--- src/rtl/pb_pkg.sv ---
package pb_pkg;
  localparam int CTRL_W  = 32;
  localparam int LEN_LSB = 4;
  localparam int LEN_W   = CTRL_W - LEN_LSB;

  typedef enum logic {
    PB_IDLE   = 1'b0,
    PB_STREAM = 1'b1
  } pbState_t;

  typedef struct packed {
    logic             startRise;
    logic             loopEn;
    logic             stopReq;
    logic             xcvrMode;
    logic [LEN_W-1:0] len;
  } pbCmd_t;

  typedef struct packed {
    logic capture;
    logic xcvrSel;
  } pbStrobe_t;
endpackage

--- src/rtl/pb_cmd_decode.sv ---
module pb_cmd_decode
  import pb_pkg::*;
(
  input  logic              clk,
  input  logic              rstN,
  input  logic [CTRL_W-1:0] ctrlWord,
  output pbCmd_t            cmd
);
  logic startPrev;

  always_ff @(posedge clk) begin
    if (!rstN) startPrev <= 1'b0;
    else       startPrev <= ctrlWord[0];
  end

  always_comb begin
    cmd.startRise = ctrlWord[0] & ~startPrev;
    cmd.loopEn    = ctrlWord[1];
    cmd.stopReq   = ctrlWord[2];
    cmd.xcvrMode  = ctrlWord[3];
    cmd.len       = ctrlWord[CTRL_W-1:LEN_LSB];
  end
endmodule

--- src/rtl/pb_ctrl.sv ---
module pb_ctrl
  import pb_pkg::*;
#(
  parameter int ADDR_W = 28,
  parameter int BURST  = 8
) (
  input  logic              clk,
  input  logic              rstN,
  input  pbCmd_t            cmd,
  input  logic              memReady,
  input  logic              dsReady,
  input  logic              aValid,
  input  logic              bValid,
  output logic              aRdEn,
  output logic              bRdEn,
  output logic [ADDR_W-1:0] rdAddr,
  output pbStrobe_t         strobe
);
  localparam int CMP_W = ((ADDR_W > LEN_W) ? ADDR_W : LEN_W) + 1;

  pbState_t          state;
  logic [ADDR_W-1:0] addrCnt;
  logic              issue;
  logic              lastBurst;
  logic [CMP_W-1:0]  addrEnd;

  always_comb begin
    addrEnd   = CMP_W'(addrCnt) + CMP_W'(BURST);
    lastBurst = addrEnd >= CMP_W'(cmd.len);
    issue     = (state == PB_STREAM) && memReady && dsReady && !cmd.stopReq;
    aRdEn     = issue && !cmd.xcvrMode;
    bRdEn     = issue;
    rdAddr    = addrCnt;
    strobe.xcvrSel = cmd.xcvrMode;
    strobe.capture = cmd.xcvrMode ? bValid : (aValid & bValid);
  end

  always_ff @(posedge clk) begin
    if (!rstN) begin
      state   <= PB_IDLE;
      addrCnt <= '0;
    end else begin
      unique case (state)
        PB_IDLE: begin
          addrCnt <= '0;
          if (cmd.startRise && !cmd.stopReq) state <= PB_STREAM;
        end
        PB_STREAM: begin
          if (cmd.stopReq) begin
            state   <= PB_IDLE;
            addrCnt <= '0;
          end else if (issue) begin
            if (lastBurst) begin
              addrCnt <= '0;
              if (!cmd.loopEn) state <= PB_IDLE;
            end else begin
              addrCnt <= addrCnt + ADDR_W'(BURST);
            end
          end
        end
        default: state <= PB_IDLE;
      endcase
    end
  end
endmodule

--- src/rtl/pb_datapath.sv ---
module pb_datapath
  import pb_pkg::*;
#(
  parameter int WORD_W = 256,
  parameter int HALF_W = WORD_W / 2
) (
  input  logic              clk,
  input  logic              rstN,
  input  pbStrobe_t         strobe,
  input  logic [HALF_W-1:0] aData,
  input  logic [WORD_W-1:0] bData,
  output logic [WORD_W-1:0] streamData,
  output logic              streamValid
);
  logic [WORD_W-1:0] merged;

  generate
    if (WORD_W == 2 * HALF_W) begin : g_even
      always_comb merged = strobe.xcvrSel ? bData : {bData[HALF_W-1:0], aData};
    end else begin : g_pad
      always_comb merged = strobe.xcvrSel ? bData
                          : WORD_W'({bData[HALF_W-1:0], aData});
    end
  endgenerate

  always_ff @(posedge clk) begin
    if (!rstN) begin
      streamData  <= '0;
      streamValid <= 1'b0;
    end else begin
      streamValid <= strobe.capture;
      if (strobe.capture) streamData <= merged;
    end
  end
endmodule

--- src/rtl/playback_sequencer.sv ---
module playback_sequencer
  import pb_pkg::*;
#(
  parameter int WORD_W = 256,
  parameter int ADDR_W = 28,
  parameter int BURST  = 8,
  localparam int HALF_W = WORD_W / 2
) (
  input  logic              clk,
  input  logic              rstN,
  input  logic [31:0]       ctrlWord,
  input  logic              memReady,
  input  logic              dsReady,
  output logic              bankARdEn,
  output logic [ADDR_W-1:0] bankAAddr,
  input  logic              bankARdValid,
  input  logic [HALF_W-1:0] bankARdData,
  output logic              bankBRdEn,
  output logic [ADDR_W-1:0] bankBAddr,
  input  logic              bankBRdValid,
  input  logic [WORD_W-1:0] bankBRdData,
  output logic [WORD_W-1:0] streamData,
  output logic              streamValid
);
  pbCmd_t            cmd;
  pbStrobe_t         strobe;
  logic [ADDR_W-1:0] rdAddr;

  pb_cmd_decode u_dec (
    .clk(clk), .rstN(rstN), .ctrlWord(ctrlWord), .cmd(cmd)
  );

  pb_ctrl #(.ADDR_W(ADDR_W), .BURST(BURST)) u_ctrl (
    .clk(clk), .rstN(rstN), .cmd(cmd), .memReady(memReady), .dsReady(dsReady),
    .aValid(bankARdValid), .bValid(bankBRdValid),
    .aRdEn(bankARdEn), .bRdEn(bankBRdEn), .rdAddr(rdAddr), .strobe(strobe)
  );

  pb_datapath #(.WORD_W(WORD_W), .HALF_W(HALF_W)) u_dp (
    .clk(clk), .rstN(rstN), .strobe(strobe),
    .aData(bankARdData), .bData(bankBRdData),
    .streamData(streamData), .streamValid(streamValid)
  );

  assign bankAAddr = rdAddr;
  assign bankBAddr = rdAddr;
endmodule

--- config.mk ---
export PLATFORM = sky130hd
export DESIGN_NAME = playback_sequencer
export DESIGN_NICKNAME = d
export VERILOG_FILES = /design/src/rtl/pb_pkg.sv /design/src/rtl/pb_cmd_decode.sv /design/src/rtl/pb_ctrl.sv /design/src/rtl/pb_datapath.sv /design/src/rtl/playback_sequencer.sv
export SDC_FILE = /design/constraint.sdc
export NUM_CORES = 1
export LEC_CHECK = 0
export BUFFER_PORTS_ARGS = -buffer_cell sky130_fd_sc_hd__buf_2
export CORE_AREA = 10 10 276 278
export DETAILED_ROUTE_END_ITERATION = 12
export DIE_AREA = 0 0 286 288
export HOLD_SLACK_MARGIN = 0.03
export PLACE_DENSITY = 0.38
export SYNTH_ARGS = -nofsm -noshare
export SYNTH_HDL_FRONTEND = slang
export SYNTH_HIERARCHICAL = 1
export SYNTH_SLANG_ARGS = --single-unit
--- constraint.sdc ---
create_clock -name clk -period 6.6 [get_ports clk]
set_clock_uncertainty 0.05 [all_clocks]
set_input_delay 0 -clock clk [delete_from_list [all_inputs] [get_ports clk]]
set_output_delay 0 -clock clk [all_outputs]
set_load 0.05 [all_outputs]
==> flow_metrics.tcl, run 1 <==
set metrics [dict create \
    worstPathRequired_ns 6.97 \
    tns_ns 0 \
    synthCells 1458 \
    grt_pass1_vias 16387 \
    synth.area.top_cells "dfxtp_1 (41%), mux2i_1 (19%), a21oi_1 (9.7%)" \
    drive_gt1_share_pct 30.29 \
    hold_class "in2reg" \
    yosys_warnings 6 \
    yosysSeqAreaShare_pct 41.16 \
    synth.avg_cell_area_sq_um 9.475 \
    pre_cts_ws_ns 2.051 \
    routed_wl_um 67990 \
    clock_sinks 284 \
    clock_path_buffers 3 \
    end_kind "register" \
    wl_per_cell_um 18.69 \
    ant_nets 0 \
    ir_drop_mv 0.1721 \
    crit_slowest_cell "or4_4" \
    clockRootBuffer "clkbuf_16" \
    drtIter0Drc 687 \
    drc 0 \
    place_congestion 0.8340 \
    cts_htree_levels 2 \
    crit_fanout 18 \
    dr.pass1.iters 6 \
    synth-edff-count 0 \
    hold_ws_ns 0.1507 \
    via_count 15503 \
    setup_viol 0 \
    outcome "finished clean" \
    async_flop_share_pct 0 \
    cts_resized 0 \
    cts_setup_buffers 0 \
    track_usage_pct 15.41 \
    clk_latency_ns 0.54 \
    max_stage_delay_ns 0.63 \
    io_pins 737 \
    drv_cap 0 \
    power.leakage_nw 11.94 \
    crit_path_frequent_cell "nand3_1" \
    fp.dieW_um 286 \
    worstPathCellList "nand3_1 -> or4_4 -> nor3_1 -> nand3_1 -> xnor2_1 -> ha_1 -> nand4_1 -> nor4_1 -> o41ai_2 -> buf_4 -> and3_1 -> a22o_1" \
    hold_violations 0 \
    antenna_found_initial 9 \
    yosys-top-cells-count "dfxtp_1 (284), a21oi_1 (267), mux2i_1 (258)" \
    fin_crit_sh_pct 69.14 \
    synth_seq_cells 284 \
    clk_pin_slew_worst_paths_ns 0.06 \
    numCtsBuffers 39 \
    start_util_pct 19.49 \
    syn2layout_area_growth_pct 78.29 \
    grt_pass1_wl_um 100100 \
    design.core.area_sq_um 70870 \
    powerDensity_nw_per_um2 227.1 \
    setup_slack_ns 2.037 \
    die_h_um 288 \
    arrival_ns 4.94 \
    via_per_inst 4.263 \
    rows 98 \
    cts_tree "done" \
    numPortBuffers 730 \
    fin_crit_ns 4.563 \
    yosysTopAreaCellShare_pct 41.16 \
    dp_hpwl_um 49280 \
    fmax_mhz 219.1 \
    grt_max_degree 218 \
    grt_overflow 0 \
    rsz0062_at_grt "no" \
    layout.nets 3101 \
    synth_most_common_cell "dfxtp_1" \
    slew_headroom_pct 30.60 \
    synth_cell_types 50 \
    tightest_slew_ns 1.041 \
    yosys.area.top_type "dfxtp_1" \
    start_kind "register" \
    slew_viol_final 0 \
    dieArea_sq_um 82370 \
    crit_type "reg2reg" \
    synth_ff_type "dfxtp_1" \
    syn-cell-area_sq_um 13810 \
]
-- cell usage in the layout, fill, tap and decap left out, types with 19 or more instances in the layout --
cell type,count
dfxtp_1,284
a21oi_1,266
nand2_1,19
nand3_1,20
buf_2,728
o21ai_0,214
o21ai_1,44
clkbuf_16,41
ha_1,26
mux2i_1,258
inv_1,29
dlygate4sd3_1,593
-- repair_timing --
action	in CTS	in global routing
endpoints found under the setup margin	0	0
hold buffers	593	0
hold endpoints to repair	282	0
-- critical path: cells and delay by family, from the launching register on --
family / cells / cell delay, ns
xor+xnor: 1 / 0.17
flops: 1 / 0.51
fa+ha+maj: 1 / 0.30
simple gates: 7 / 2.67
compound gates: 2 / 0.52
buf+inv: 1 / 0.21
-- state kept, by name, summed over array words and instances (netlist names) --
signal and flops:
u_ctrl/rdAddr 25, u_ctrl/state 1, u_dp/streamData 256, u_dp/streamValid 1
u_dec/startPrev 1
-- path summary, 6_finish.rpt --
path,startpoint,endpoint,slack [ns],depth (start not counted)
hold reg to reg,u_dp/streamData[111]$_SDFFE_PN0P_,u_dp/streamData[111]$_SDFFE_PN0P_,0.45,2
setup reg to reg,u_ctrl/rdAddr[9]$_SDFFE_PN0P_,u_ctrl/rdAddr[15]$_SDFFE_PN0P_,2.04,12
setup / recovery,u_ctrl/rdAddr[9]$_SDFFE_PN0P_,u_ctrl/rdAddr[15]$_SDFFE_PN0P_,2.04,12
hold / removal,bankBRdValid,u_dp/streamData[12]$_SDFFE_PN0P_,0.15,3
-- where the power goes --
group	switching (mW)	total, mW	internal [mW]
combinational	0.887	1.49	0.604
clock	0.829	2.20	1.37
sequential	0.0603	1.90	1.84
total	1.78	5.59	3.82
-- metrics by stage --
stage,std cells,util [%],cell area (sq um),power (mW)
2_1_floorplan,1460,-,13820,2.730
3_3_place_gp,2969,24.47,17350,3.077
3_5_place_dp,2969,24.47,17350,3.082
4_1_cts,3631,34.73,24610,5.682
5_1_grt,3637,34.75,24630,5.853
6_report,3637,34.75,24630,5.593
-- cells by family after synthesis --
kind of cell	synth area share, %
multiplexers	18.69
buffers and inverters	11.38
other	0.02715
adder cells (fa/ha/maj)	2.355
XOR/XNOR	1.395
AO/OA/AOI/OAI	21.24
AND/OR/NAND/NOR	3.750
flip-flops	41.16
-- routing by layer --
| layer | part of all wire [%] | global-route usage (%) |
|---|---|---|
| met1 | 39 | 17.05 |
| met2 | 50 | 27.24 |
| met3 | 6.9 | 4.400 |
| met4 | 3.7 | 6.619 |
| met5 | 0.053 | 0 |
-- final cells by class --
type	count	area [sq um]
clock buffer	60	1207
tap	950	1189
multi-input combinational	963	6583
timing repair buffer	1336	9716
fill	7401	46240
clock inverter	9	126.4
antenna	6	15.01
inverter	29	108.9
sequential	284	5685
(Power assumes the default switching activity.)
==> run 2: changes to the inputs <==
PLACE_DENSITY = 0.4   (was 0.38)
clock period = 4.1 ns   (was 6.6 ns; I/O delays follow)
==> run 2 against run 1 <==
Net effect:
- non-clock buffer count decreased by 5
- register-to-register slack got worse by 1.8 ns
- largest cell class unchanged
- sequential share of layout area increased by 0.094 points
==> flow_metrics.tcl, run 2 (same netlist as run 1, synthesis figures left out) <==
set metrics [dict create \
    wl_per_cell_um 18.70 \
    via_per_inst 4.301 \
    grt_overflow 0 \
    rows 98 \
    fmax_mhz 256.6 \
    numCtsBuffers 38 \
    largest_reg_flops 256 \
    clk_pin_slew_worst_paths_ns 0.06 \
    antenna_found_initial 5 \
    slew_headroom_pct 30.55 \
    outcome "finished clean" \
    hold_ws_ns 0.1006 \
    drc 0 \
    via_count 15594 \
    max_stage_delay_ns 0.62 \
    drive_gt1_share_pct 30.86 \
    dp_hpwl_um 49500 \
    ant_nets 0 \
    grt_max_degree 157 \
    crit_slowest_cell "or4_4" \
    clockRootBuffer "clkbuf_16" \
    worstPathRequired_ns 4.47 \
    cts_tree "done" \
    clock_path_buffers 3 \
    dr.pass1.iters 5 \
    grt_pass1_wl_um 100000 \
    start_util_pct 19.49 \
    routed_wl_um 67800 \
    fin_crit_ns 3.896 \
    place_congestion 0.8822 \
    cts_htree_levels 2 \
    dieArea_sq_um 82370 \
    numPortBuffers 730 \
    layout.nets 3095 \
    layout_common_cells "buf_2 (728), dlygate4sd3_1 (576), dfxtp_1 (282)" \
    fin_crit_sh_pct 95.03 \
    rsz0062_at_grt "no" \
    slew_viol_final 0 \
    design.core.area_sq_um 70870 \
    drv_cap 0 \
    io_pins 737 \
    drtIter0Drc 733 \
    arrival_ns 4.27 \
    clock_sinks 284 \
    crit_path_frequent_cell "nand3_1" \
    end_kind "register" \
    total_power_mw 8.845 \
    setup_viol 0 \
    track_usage_pct 15.38 \
    grt_pass1_vias 16505 \
    powerDensity_nw_per_um2 360.4 \
    die_h_um 288 \
    power.leakage_nw 11.89 \
    ir_drop_mv 0.2700 \
    hold_violations 0 \
    tightest_slew_ns 1.042 \
    layout_commonest_cell "buf_2" \
    clk_latency_ns 0.54 \
    largest_register "u_dp/streamData" \
    cts_setup_buffers 0 \
    syn2layout_area_growth_pct 77.65 \
    fp.dieW_um 286 \
    worstPathCellList "nand3_1 -> or4_4 -> nor3_1 -> nand3_1 -> xnor2_1 -> ha_1 -> nand4_1 -> a2111oi_0 -> a211oi_2 -> and3_4 -> a22o_1" \
    crit_type "reg2reg" \
    start_kind "register" \
    hold_class "in2reg" \
    crit_fanout 18 \
]
==> run 2: changes by cell type in the layout (fill, tap and decap cells not counted), sizes merged <==
cell / previous run / this run
inv: 29 / 32
dlygate4sd3: 593 / 576
clkinvlp: 1 / 0
clkbuf: 60 / 53
diode: 6 / 3
buf: 743 / 755
clkinv: 5 / 7
==> run 2: path summary, 6_finish.rpt <==
path	startpoint	to	slack (ns)	cells after the start
max	u_ctrl/rdAddr[10]$_SDFFE_PN0P_	u_ctrl/rdAddr[15]$_SDFFE_PN0P_	0.20	11
min	bankBRdValid	u_dp/streamData[229]$_SDFFE_PN0P_	0.10	3
max reg2reg	u_ctrl/rdAddr[10]$_SDFFE_PN0P_	u_ctrl/rdAddr[15]$_SDFFE_PN0P_	0.20	11
min reg2reg	u_dp/streamData[89]$_SDFFE_PN0P_	u_dp/streamData[89]$_SDFFE_PN0P_	0.45	2
==> run 2: final cells by class <==
cell class / instances / area (sq um)
fillers: 7400 / 46330
repair buffers: 1331 / 9698
multi-input cells: 963 / 6596
flip-flops and latches: 284 / 5688
well taps: 950 / 1189
clock buffers: 53 / 1087
clock inverters: 13 / 166.4
inverters: 29 / 108.9
diodes: 3 / 7.507
==> run 2: routing by layer <==
layer,GRT usage (%),up-vias,share of wire (%)
met5,0,-,0.019
met4,6.435,2,3.6
met3,4.037,114,6.4
met2,27.03,530,50
met1,17.40,7341,40
li1,-,7607,-
==> run 2: worst max-delay path, delay by kind of cell (launching register included) <==
| family | cells | cell delay (ns) |
|---|---|---|
| fa+ha+maj | 1 | 0.31 |
| compound gates | 3 | 0.96 |
| simple gates | 6 | 1.83 |
| xor+xnor | 1 | 0.17 |
| flops | 1 | 0.45 |
==> run 2: stage by stage <==
step	setup WS, ns	std cells	instance area (sq um)	utilization (%)	setup TNS, ns
after CTS	0.08845	3623	24510	34.59	0
final	0.2036	3626	24540	34.63	0
after floorplan	0.09559	1460	13820	-	0
after global routing	0.007209	3626	24540	34.63	0
after detailed placement	-0.1797	2981	17490	24.67	-2.832
after global placement	0.002315	2981	17490	24.67	0
==> run 2: timing repair <==
action                                 4_1_cts  5_1_grt
gates resized for setup                      2        5
hold buffers                               576        0
pin swaps                                    0        1
endpoints found under the hold margin      280        0
setup endpoints to repair                   18       22
==> run 2: power breakdown <==
part,switching [mW],internal [mW],total (mW)
Sequential,0.101,2.96,3.06
Combinational,1.43,0.972,2.40
Clock,1.33,2.04,3.38
==> run 3: changes to the inputs <==
CELL_PAD_IN_SITES_DETAIL_PLACEMENT = 0   (was default)
CELL_PAD_IN_SITES_GLOBAL_PLACEMENT = 1   (was default)
CORE_AREA = 10 10 280 282   (was 10 10 276 278)
DIE_AREA = 0 0 290 292   (was 0 0 286 288)
PLACE_DENSITY = 0.51   (was 0.4)
==> run 3 against run 2 <==
Net effect:
- cell area up 1.6%
- sequential share of layout area decreased by 0.37 points
- maximum frequency is 2.0% higher
- via count increased by 0.94%
- global-route usage rose by 0.081 points
- flip-flop and latch count unchanged
==> flow_metrics.tcl, run 3 (same netlist as run 1, synthesis figures left out) <==
set metrics [dict create \
    outcome "finished clean" \
    clockRootBuffer "clkbuf_16" \
    fin_util_pct 34.35 \
    drc 0 \
    fmax_mhz 261.7 \
    layout_common_cells "buf_2 (728), dlygate4sd3_1 (606), dfxtp_1 (284)" \
    wl_per_cell_um 19.10 \
    via_per_inst 4.277 \
    dp_hpwl_um 50290 \
    sequentialPowerShare_pct 34.0 \
    io_pins 737 \
    largest_register "u_dp/streamData" \
    grt_overflow 0 \
    rows 99 \
    placed_area_sq_um 17500 \
    numCtsBuffers 40 \
    track_usage_pct 15.46 \
    via_count 15740 \
    grt_pass1_wl_um 103300 \
    fin_area_sq_um 24930 \
    place_congestion 0.8685 \
    p_comb_share_pct 27.1 \
    setup_viol 0 \
    ir_drop_mv 0.2313 \
    ff_latch_area_sq_um 5685 \
    fin_crit_ns 3.821 \
    arrival_ns 4.19 \
    largest_reg_flops 256 \
    end_kind "register" \
    fin_crit_sh_pct 93.18 \
    fp.dieW_um 290 \
    filler_cell_count 7487 \
    rsz0062_at_grt "no" \
    ant_nets 0 \
    clk_pin_slew_worst_paths_ns 0.05 \
    routed_wl_um 70300 \
    design.core.area_sq_um 72590 \
    power_switching_mw 2.935 \
    hold_violations 0 \
    multiInputGateArea_sq_um 6593 \
    powerDensity_nw_per_um2 362.0 \
    p_clk_share_pct 39.0 \
    numPortBuffers 730 \
    grt_pass1_vias 16803 \
    hold_class "in2reg" \
    start_kind "register" \
    crit_type "reg2reg" \
    antenna_found_initial 12 \
    slew_headroom_pct 41.31 \
    cts_htree_levels 2 \
    die_h_um 292 \
    drv_cap 0 \
    p_int_mw 6.090 \
    cts_tree "done" \
    syn2layout_area_growth_pct 80.46 \
    drtIter0Drc 573 \
    slew_viol_final 0 \
    power.leakage_nw 12.09 \
    start_util_pct 19.03 \
    grt_max_degree 164 \
    dr.pass1.iters 5 \
    tightest_slew_ns 0.8804 \
    dieArea_sq_um 84680 \
    clk_latency_ns 0.54 \
    tns_ns 0 \
    pre_cts_ws_ns -0.1279 \
    worstPathRequired_ns 4.47 \
    crit_fanout 18 \
    drive_gt1_share_pct 30.43 \
    layout.nets 3128 \
    clock_sinks 284 \
    p_sw_share_pct 32.52 \
    clock_path_buffers 3 \
    total_power_mw 9.025 \
    layout_commonest_cell "buf_2" \
    setup_slack_ns 0.2794 \
]
==> run 3: cell types whose count changed in the layout (fill, tap and decap cells not counted), moves of 2 or more <==
cell / before / now
clkbuf_1: 7 / 12
diode_2: 3 / 10
dfxtp_2: 2 / 0
dlygate4sd3_1: 576 / 606
dfxtp_1: 282 / 284
clkbuf_16: 38 / 40
==> run 3: layout make-up <==
class                   count  share of cell area [%]
repair buffers           1362                   40.14
multi-input cells         963                   26.44
flip-flops and latches    284                   22.81
well taps                 959                   4.813
clock buffers              59                   4.582
clock inverters            14                  0.6826
inverters                  29                  0.4366
diodes                     10                  0.1004
==> run 3: worst max-delay path, cell delays in order (launching register included) <==
cell and delay (ns):
dfxtp_1 0.48, nand4_2 0.22, or4_4 0.61, nor3_1 0.30
nand3_1 0.14, xnor2_1 0.16, ha_1 0.31, nand4_1 0.16
buf_4 0.21, nor4_4 0.31, o41ai_1 0.19, and3_4 0.30
a22o_1 0.26
==> run 3: routing by layer <==
| layer | vias to the layer above | track usage, % | wire (um) |
|---|---|---|---|
| met5 | - | 0 | 23 |
| met1 | 7346 | 16.66 | 26880 |
| met4 | 4 | 6.763 | 2759 |
| met3 | 143 | 4.231 | 4877 |
| met2 | 561 | 27.97 | 35750 |
| li1 | 7686 | - | - |
==> run 3: path summary, 6_finish.rpt <==
check / slack [ns] / to / cells past startpoint / start
max: 0.28 / u_ctrl/rdAddr[15]$_SDFFE_PN0P_ / 12 / u_ctrl/rdAddr[12]$_SDFFE_PN0P_
min: 0.11 / u_ctrl/state$_SDFF_PN0_ / 4 / rstN
max reg2reg: 0.28 / u_ctrl/rdAddr[15]$_SDFFE_PN0P_ / 12 / u_ctrl/rdAddr[12]$_SDFFE_PN0P_
min reg2reg: 0.46 / u_dp/streamData[98]$_SDFFE_PN0P_ / 2 / u_dp/streamData[98]$_SDFFE_PN0P_
==> run 3: timing repair <==
| item | 4_1_cts | 5_1_grt |
|---|---|---|
| pin swaps | 0 | 1 |
| gates resized for setup | 2 | 3 |
| endpoints found under the setup margin | 18 | 22 |
| hold endpoints to repair | 281 | 0 |
| setup buffers | 0 | 1 |
| hold buffers | 606 | 0 |
==> run 3: through the flow <==
step / hold WS [ns] / instances
4_1_cts: 0.09780 / 3669
3_5_place_dp: 0.2392 / 2990
3_3_place_gp: 0.2292 / 2990
5_1_grt: 0.1514 / 3679
2_1_floorplan: 0.07171 / 1460
6_report: 0.1078 / 3680
==> run 3: power groups by stage <==
stage	clock, mW	combinational, mW	sequential [mW]
final	3.52	2.44	3.06
after global routing	3.78	2.59	3.09
after CTS	3.68	2.43	3.06
after detailed placement	0	1.87	3.12
after global placement	0	1.86	3.12
after floorplan	0	0.590	3.81
